**src/rtl/art_trig_pkg.sv**
```systemverilog
// Shared types and constants for the artificial trigger sequencer.
package art_trig_pkg;
    localparam int NUM_KINDS = 3;
    localparam int KIND_W    = 2;
    localparam int GRP1_BIT  = 6;
    localparam int GRP2_BIT  = 7;

    typedef enum logic [KIND_W-1:0] {
        KIND_NONE  = 2'd0,
        KIND_PED   = 2'd1,
        KIND_LPINT = 2'd2,
        KIND_LPEXT = 2'd3
    } trig_kind_e;
endpackage

```
**src/rtl/ms_pacer.sv**
```systemverilog
// Millisecond pacer: divides the clock to microsecond ticks, then to
// millisecond ticks. Assumes CLK_PER_US and US_PER_MS are at least 1.
// Both counters are held at zero while run_en is low.
module ms_pacer #(
    parameter int CLK_PER_US = 50,
    parameter int US_PER_MS  = 1000
) (
    input  logic clk,
    input  logic rst_n,
    input  logic run_en,
    output logic ms_tick
);
    localparam int PRE_W = $clog2(CLK_PER_US > 1 ? CLK_PER_US : 2);
    localparam int US_W  = $clog2(US_PER_MS > 1 ? US_PER_MS : 2);

    logic [PRE_W-1:0] pre_q;
    logic [US_W-1:0]  us_q;
    logic             us_tick;

    assign us_tick = run_en && (pre_q == PRE_W'(CLK_PER_US - 1));
    assign ms_tick = us_tick && (us_q == US_W'(US_PER_MS - 1));

    // Clock prescaler producing the microsecond tick.
    always_ff @(posedge clk) begin
        if (!rst_n || !run_en)  pre_q <= '0;
        else if (us_tick)       pre_q <= '0;
        else                    pre_q <= pre_q + PRE_W'(1);
    end

    // Microsecond counter producing the millisecond tick.
    always_ff @(posedge clk) begin
        if (!rst_n || !run_en)  us_q <= '0;
        else if (ms_tick)       us_q <= '0;
        else if (us_tick)       us_q <= us_q + US_W'(1);
    end

    a_r9_prescale_cleared: assert property (@(posedge clk) disable iff (!rst_n)
        !run_en |=> (pre_q == '0 && us_q == '0));
endmodule

```
**src/rtl/interval_gate.sv**
```systemverilog
// Interval gate: counts millisecond ticks and raises fire in the cycle
// where the count reaches the programmed interval. Treats an interval of
// 0 as 1. Clears the count while run_en is low.
module interval_gate #(
    parameter int IV_W = 10
) (
    input  logic            clk,
    input  logic            rst_n,
    input  logic            run_en,
    input  logic            ms_tick,
    input  logic [IV_W-1:0] interval,
    output logic            fire
);
    logic [IV_W-1:0] ms_q;
    logic [IV_W-1:0] last_ms;

    assign last_ms = (interval == '0) ? '0 : interval - IV_W'(1);
    assign fire    = ms_tick && (ms_q >= last_ms);

    // Millisecond count since the last firing.
    always_ff @(posedge clk) begin
        if (!rst_n || !run_en)  ms_q <= '0;
        else if (fire)          ms_q <= '0;
        else if (ms_tick)       ms_q <= ms_q + IV_W'(1);
    end

    a_r9_interval_cleared: assert property (@(posedge clk) disable iff (!rst_n)
        !run_en |=> (ms_q == '0));
endmodule

```
**src/rtl/kind_stepper.sv**
```systemverilog
// Kind stepper: keeps the pattern position (current kind, repeats done)
// and picks the kind issued at each firing. Kinds run in index order with
// wrap-around. A kind is active when it is enabled and its count is non-zero.
module kind_stepper #(
    parameter int NK    = 3,
    parameter int CNT_W = 5
) (
    input  logic                     clk,
    input  logic                     rst_n,
    input  logic                     run_en,
    input  logic                     fire,
    input  logic [NK-1:0][CNT_W-1:0] counts,
    input  logic [NK-1:0]            kind_on,
    output logic                     issue,
    output logic [$clog2(NK)-1:0]    issue_idx
);
    localparam int IDX_W = $clog2(NK);

    logic [NK-1:0]    active;
    logic [IDX_W-1:0] cur_q;
    logic [CNT_W-1:0] rep_q;
    logic             stay_ok;
    logic             found;
    logic [IDX_W-1:0] cand;
    int               nx;

    for (genvar k = 0; k < NK; k++) begin : g_active
        assign active[k] = kind_on[k] && (counts[k] != '0);
    end

    // Choose the kind to issue: the current one if repeats remain,
    // otherwise the next active kind in order.
    always_comb begin
        stay_ok = active[cur_q] && (rep_q < counts[cur_q]);
        found   = 1'b0;
        cand    = cur_q;
        nx      = 0;
        for (int k = 1; k <= NK; k++) begin
            nx = (int'(cur_q) + k) % NK;
            if (!found && active[nx]) begin
                found = 1'b1;
                cand  = IDX_W'(nx);
            end
        end
        issue_idx = stay_ok ? cur_q : cand;
        issue     = fire && (stay_ok || found);
    end

    // Pattern position update.
    always_ff @(posedge clk) begin
        if (!rst_n || !run_en) begin
            cur_q <= '0;
            rep_q <= '0;
        end else if (issue) begin
            cur_q <= issue_idx;
            rep_q <= (stay_ok ? rep_q : '0) + CNT_W'(1);
        end
    end

    a_r9_position_cleared: assert property (@(posedge clk) disable iff (!rst_n)
        !run_en |=> (cur_q == '0 && rep_q == '0));
    a_r4_repeat_counted: assert property (@(posedge clk) disable iff (!rst_n)
        (issue && run_en) |=> (rep_q != '0));
endmodule

```
**src/rtl/art_trig_seq.sv**
```systemverilog
// Artificial trigger sequencer top. Paces triggers on a millisecond grid,
// steps through pedestal / internal / external light-pulse kinds according
// to packed repeat counts, and registers the pulse, the kind code and the
// LED settings. Assumes the configuration inputs are quasi-static.
module art_trig_seq
    import art_trig_pkg::*;
#(
    parameter int CLK_PER_US = 50,
    parameter int US_PER_MS  = 1000,
    parameter int IV_W       = 10,
    parameter int CNT_W      = 5,
    parameter int LVL_W      = 7
) (
    input  logic                      clk,
    input  logic                      rst_n,
    input  logic                      run_en,
    input  logic [IV_W-1:0]           interval_ms,
    input  logic [NUM_KINDS*CNT_W-1:0] seq_word,
    input  logic [NUM_KINDS-1:0]      kind_en,
    input  logic [7:0]                lpint_grp_en,
    input  logic [7:0]                lpext_grp_en,
    input  logic [LVL_W-1:0]          lpint_level,
    input  logic [LVL_W-1:0]          lpext_level,
    output logic                      trig_pulse,
    output logic [KIND_W-1:0]         trig_kind,
    output logic [1:0]                led_grp,
    output logic [LVL_W-1:0]          led_level
);
    localparam int IDX_W = $clog2(NUM_KINDS);

    logic                                ms_tick;
    logic                                fire;
    logic                                issue;
    logic [IDX_W-1:0]                    issue_idx;
    logic [NUM_KINDS-1:0][CNT_W-1:0]     counts;

    // Index 0 (pedestal) sits in the most significant field.
    for (genvar k = 0; k < NUM_KINDS; k++) begin : g_unpack
        assign counts[k] = seq_word[(NUM_KINDS-1-k)*CNT_W +: CNT_W];
    end

    ms_pacer #(.CLK_PER_US(CLK_PER_US), .US_PER_MS(US_PER_MS)) u_pacer (
        .clk(clk), .rst_n(rst_n), .run_en(run_en), .ms_tick(ms_tick)
    );

    interval_gate #(.IV_W(IV_W)) u_gate (
        .clk(clk), .rst_n(rst_n), .run_en(run_en), .ms_tick(ms_tick),
        .interval(interval_ms), .fire(fire)
    );

    kind_stepper #(.NK(NUM_KINDS), .CNT_W(CNT_W)) u_step (
        .clk(clk), .rst_n(rst_n), .run_en(run_en), .fire(fire),
        .counts(counts), .kind_on(kind_en),
        .issue(issue), .issue_idx(issue_idx)
    );

    // Output register: pulse, kind code and LED settings of the issued kind.
    always_ff @(posedge clk) begin
        if (!rst_n || !issue) begin
            trig_pulse <= 1'b0;
            trig_kind  <= KIND_NONE;
            led_grp    <= '0;
            led_level  <= '0;
        end else begin
            trig_pulse <= 1'b1;
            trig_kind  <= KIND_W'(issue_idx) + KIND_W'(1);
            case (issue_idx)
                IDX_W'(1): begin
                    led_grp   <= {lpint_grp_en[GRP2_BIT], lpint_grp_en[GRP1_BIT]};
                    led_level <= lpint_level;
                end
                IDX_W'(2): begin
                    led_grp   <= {lpext_grp_en[GRP2_BIT], lpext_grp_en[GRP1_BIT]};
                    led_level <= lpext_level;
                end
                default: begin
                    led_grp   <= '0;
                    led_level <= '0;
                end
            endcase
        end
    end

    if (CLK_PER_US * US_PER_MS > 1) begin : g_single
        a_r2_single_cycle: assert property (@(posedge clk) disable iff (!rst_n)
            trig_pulse |=> !trig_pulse);
    end
    a_r7_kind_with_pulse: assert property (@(posedge clk) disable iff (!rst_n)
        trig_pulse |-> (trig_kind != KIND_NONE));
    a_r7_kind_idle: assert property (@(posedge clk) disable iff (!rst_n)
        !trig_pulse |-> (trig_kind == KIND_NONE && led_grp == '0));
    a_r9_quiet_when_stopped: assert property (@(posedge clk) disable iff (!rst_n)
        !run_en |=> !trig_pulse);
    a_r8_pedestal_dark: assert property (@(posedge clk) disable iff (!rst_n)
        (trig_kind == KIND_PED) |-> (led_grp == '0 && led_level == '0));
endmodule

```
**config.mk**
```make
export PLATFORM = sky130hd
export DESIGN_NAME = art_trig_seq
export DESIGN_NICKNAME = d
export VERILOG_FILES = /design/src/rtl/art_trig_pkg.sv /design/src/rtl/ms_pacer.sv /design/src/rtl/interval_gate.sv /design/src/rtl/kind_stepper.sv /design/src/rtl/art_trig_seq.sv
export SDC_FILE = /design/constraint.sdc
export NUM_CORES = 1
export LEC_CHECK = 0
export CAP_MARGIN = 40
export CORE_ASPECT_RATIO = 1.1
export CORE_UTILIZATION = 35
export CTS_CLUSTER_DIAMETER = 60
export DETAILED_ROUTE_END_ITERATION = 8
export SYNTH_ARGS = -nofsm -noshare
export SYNTH_HDL_FRONTEND = slang
export SYNTH_HIERARCHICAL = 1
export SYNTH_SLANG_ARGS = --single-unit
```
**constraint.sdc**
```tcl
create_clock -name clk -period 9.8 [get_ports clk]
set_clock_uncertainty 0.2 [all_clocks]
set_input_delay 2.94 -clock clk [delete_from_list [all_inputs] [get_ports clk]]
set_output_delay 2.94 -clock clk [all_outputs]
set_load 0.005 [all_outputs]
```
==> results.cfg <==
[status]
outcome = finished, final reports clean

[hold_path]
hp-class = flop to flop

[finish]
antenna_cells = 0
final_cells = 514
layout-drive-gt1-share = 0.08933
syn_to_final_growth_pct = 27.20
final_nets = 490

[placement]
portBuffers = 60
place_inst = 506
dp_slack_ps = 3012
place.gp.congestion = 0.7758
dp_hpwl_um = 4883

[power_and_ir_drop]
p_per_area_nw_per_um2 = 105.2
finalPower_mw = 0.4014
cellLeakagePower_nw = 1.445
vdd_drop_max_mv = 0.06845

[cts]
clockRootBuffer = clkbuf_8
clk_pin_slew_ps = 80
cts_hold_buf = 0
post_cts_buffers = 0
clock_latency_ps = 300
ctsHtreeMaxLevel = 2
cts_buffers = 5
cts_resized = 0
ctsLongestPathBuffers = 2
cts_tree = yes
cts.sinks = 45

[worst_setup_path]
path_class = primary input to flop
path_cells = clkdlybuf4s50_1 -> nor3_1 -> nand2_1 -> nor4_1 -> xor2_1 -> nand2_1 -> ha_1 -> and4_1 -> o311a_1 -> a311oi_4 -> nor2_1 -> inv_1 -> a21oi_1 -> nand3b_4 -> nor2_1
cp_data_required_time_ps = 9830
cp_data_arrival_time_ps = 6500
path_delay_family = simple AND/OR/NAND/NOR gates
max_stage_delay_ps = 480
cp_max_fo = 10
cp-end-kind = flop
cp_slowest_cell = a21oi_1
crit_buf_inv = 2
startpoint_type = primary input

[floorplan]
dieArea_um2 = 8943
pin_count = 73
initial_core_util = 0.3586
die_h_um = 99.09
die_w_um = 90.26
coreArea_um2 = 8364
fp-row-count = 35

[synth]
synth_fp_nets = 430
synth_edf_count = 0
yosysSeqAreaShare = 0.3004
async_flop_share = 0
synth_area_per_cell_um2 = 8.769
synth_area_um2 = 2999
synth_warnings = 6
synth_flop_cell = dfxtp_1
synth_cell_type_count = 62
syn_inst = 342
synth-seq-cells = 45

[detailed_routing]
routed_via_density = 5.123
drtAntennaViolNets = 0
routedWlPerCell_um = 12.10
drc_errors = 0
dr_total_vias = 2633
drt_iter0_drc = 75
firstDrtPassIters = 4
wirelength_um = 6221

[sta]
slew_headroom = 0.6016
setup_viol = 0
drv_slew = 0
finalWorstSetupSlack_ps = 3331
fin_crit_ps = 6469
worst_pin_slew_ps = 593.0
fin_hold_ws_ps = 283.7
max_freq_ghz = 0.1546
finalHoldViolCount = 0
setup_tns_ps = 0
finalCritPeriodShare = 0.6601
rsz0062_at_grt = no

[global_route]
use_met3 = 0.02623
grt_max_degree = 15
antenna_found_initial = 0
busiest_layer = met2
grt_pass1_wl_um = 10930
first_global_vias = 2552
grt_use_total = 0.1467
grtUsageMet1 = 0.1730
overflow = 0
use_met2 = 0.2631

[flow_run]
drv_cap = 0
## where the power goes
part / switching [mW] / internal (mW)
sequential: 0.000427 / 0.183
combinational: 0.0237 / 0.0301
clock: 0.0629 / 0.101
## logic make-up (layout without fill, tap and decap cells)
group                    after synthesis  in the layout  synth area share
buffers and inverters                 24             85           0.04047
XOR/XNOR                              27             27           0.07885
AND/OR/NAND/NOR                      146            146            0.2612
multiplexers                           7              7           0.02336
adder cells (fa/ha/maj)               27             27            0.1126
flip-flops                            45             45            0.3004
AO/OA/AOI/OAI                         66             66            0.1831
## metal layers
| metal | wire length, µm | vias up |
|---|---|---|
| met2 | 2926 | 51 |
| met5 | 0 | - |
| met3 | 234 | 6 |
| li1 | - | 1374 |
| met4 | 89 | 0 |
| met1 | 2971 | 1202 |
## final cells by class
cell class,count,area [µm²]
well taps,111,138.9
flip-flops and latches,45,900.9
fillers,819,4549
inverters,17,63.81
repair buffers,60,600.6
multi-input cells,273,1977
clock buffers,5,68.82
clock inverters,3,65.06
## flip-flops by register name (all words and copies together), names as in the netlist
| name | flops |
|---|---|
| led_grp | 2 |
| led_level | 7 |
| trig_kind | 2 |
| trig_pulse | 1 |
| u_gate/ms_q | 10 |
| u_pacer/pre_q | 6 |
| u_pacer/us_q | 10 |
| u_step/cur_q | 2 |
| u_step/rep_q | 5 |
## synth_stat cells, types with 2 or more instances
| master | count | area, µm² |
|---|---|---|
| a211o_1 | 2 | 17.52 |
| a21oi_1 | 11 | 55.05 |
| a22oi_1 | 8 | 60.06 |
| a31o_2 | 2 | 17.52 |
| a31oi_1 | 2 | 12.51 |
| a32o_1 | 2 | 20.02 |
| and2_1 | 3 | 18.77 |
| and3_1 | 5 | 31.28 |
| and4_1 | 2 | 17.52 |
| buf_6 | 4 | 45.04 |
| clkbuf_1 | 2 | 7.510 |
| dfxtp_1 | 45 | 900.9 |
| ha_1 | 27 | 337.8 |
| inv_1 | 17 | 63.81 |
| mux2i_1 | 7 | 70.07 |
| nand2_1 | 37 | 138.9 |
| nand2b_1 | 2 | 12.51 |
| nand3_1 | 10 | 50.05 |
| nand4_1 | 10 | 62.56 |
| nand4b_1 | 2 | 17.52 |
| nand4bb_1 | 2 | 22.52 |
| nor2_1 | 40 | 150.1 |
| nor2_2 | 5 | 31.28 |
| nor3_1 | 6 | 30.03 |
| nor4_1 | 6 | 37.54 |
| o2111ai_1 | 4 | 35.03 |
| o211ai_1 | 2 | 15.01 |
| o211ai_2 | 2 | 25.02 |
| o21a_1 | 5 | 37.54 |
| o21ai_0 | 3 | 15.01 |
| o21ai_1 | 4 | 20.02 |
| o221a_2 | 2 | 22.52 |
| o2bb2ai_1 | 2 | 17.52 |
| o311a_1 | 2 | 20.02 |
| o311ai_0 | 2 | 17.52 |
| or4_4 | 4 | 45.04 |
| xnor2_1 | 12 | 105.1 |
| xor2_1 | 15 | 131.4 |
## worst register-to-register path, stage by stage (launching register included)
cell and delay, ps:
dfxtp_1 580, nor2b_1 380, a21oi_1 130, ha_1 200, or4_1 510, o22ai_1 250
and2_4 250, nand2_1 50, o21ai_0 160, inv_1 80, ha_1 330, a22oi_1 240
nor2_1 50
## cell usage in the layout (no fill, tap or decap), types with 5 or more instances in the layout
cell / synthesis / layout
clkdlybuf4s50_1: 0 / 60
dfxtp_1: 45 / 45
nor2_1: 40 / 40
nand2_1: 37 / 37
ha_1: 27 / 27
inv_1: 17 / 17
xor2_1: 15 / 15
xnor2_1: 12 / 12
a21oi_1: 11 / 11
nand4_1: 10 / 10
nand3_1: 10 / 10
a22oi_1: 8 / 8
mux2i_1: 7 / 7
nor4_1: 6 / 6
nor3_1: 6 / 6
clkbuf_8: 0 / 5
and3_1: 5 / 5
nor2_2: 5 / 5
o21a_1: 5 / 5
## metrics by stage
step	area, µm²	util
final	3815	0.4561
after global routing	3815	0.4561
after CTS	3815	0.4561
after detailed placement	3681	0.4401
after global placement	3681	0.4401
after floorplan	2999	-
## final timing paths
check | from | to | slack (ps) | depth (start not counted)
max | interval_ms[3] | led_level[5] | 3330 | 15
min | u_pacer/pre_q[0] | u_pacer/pre_q[0] | 280 | 1
max reg2reg | u_step/cur_q[1] | led_grp[1] | 6270 | 12
min reg2reg | u_pacer/pre_q[0] | u_pacer/pre_q[0] | 280 | 1
(Power assumes the default switching activity.)
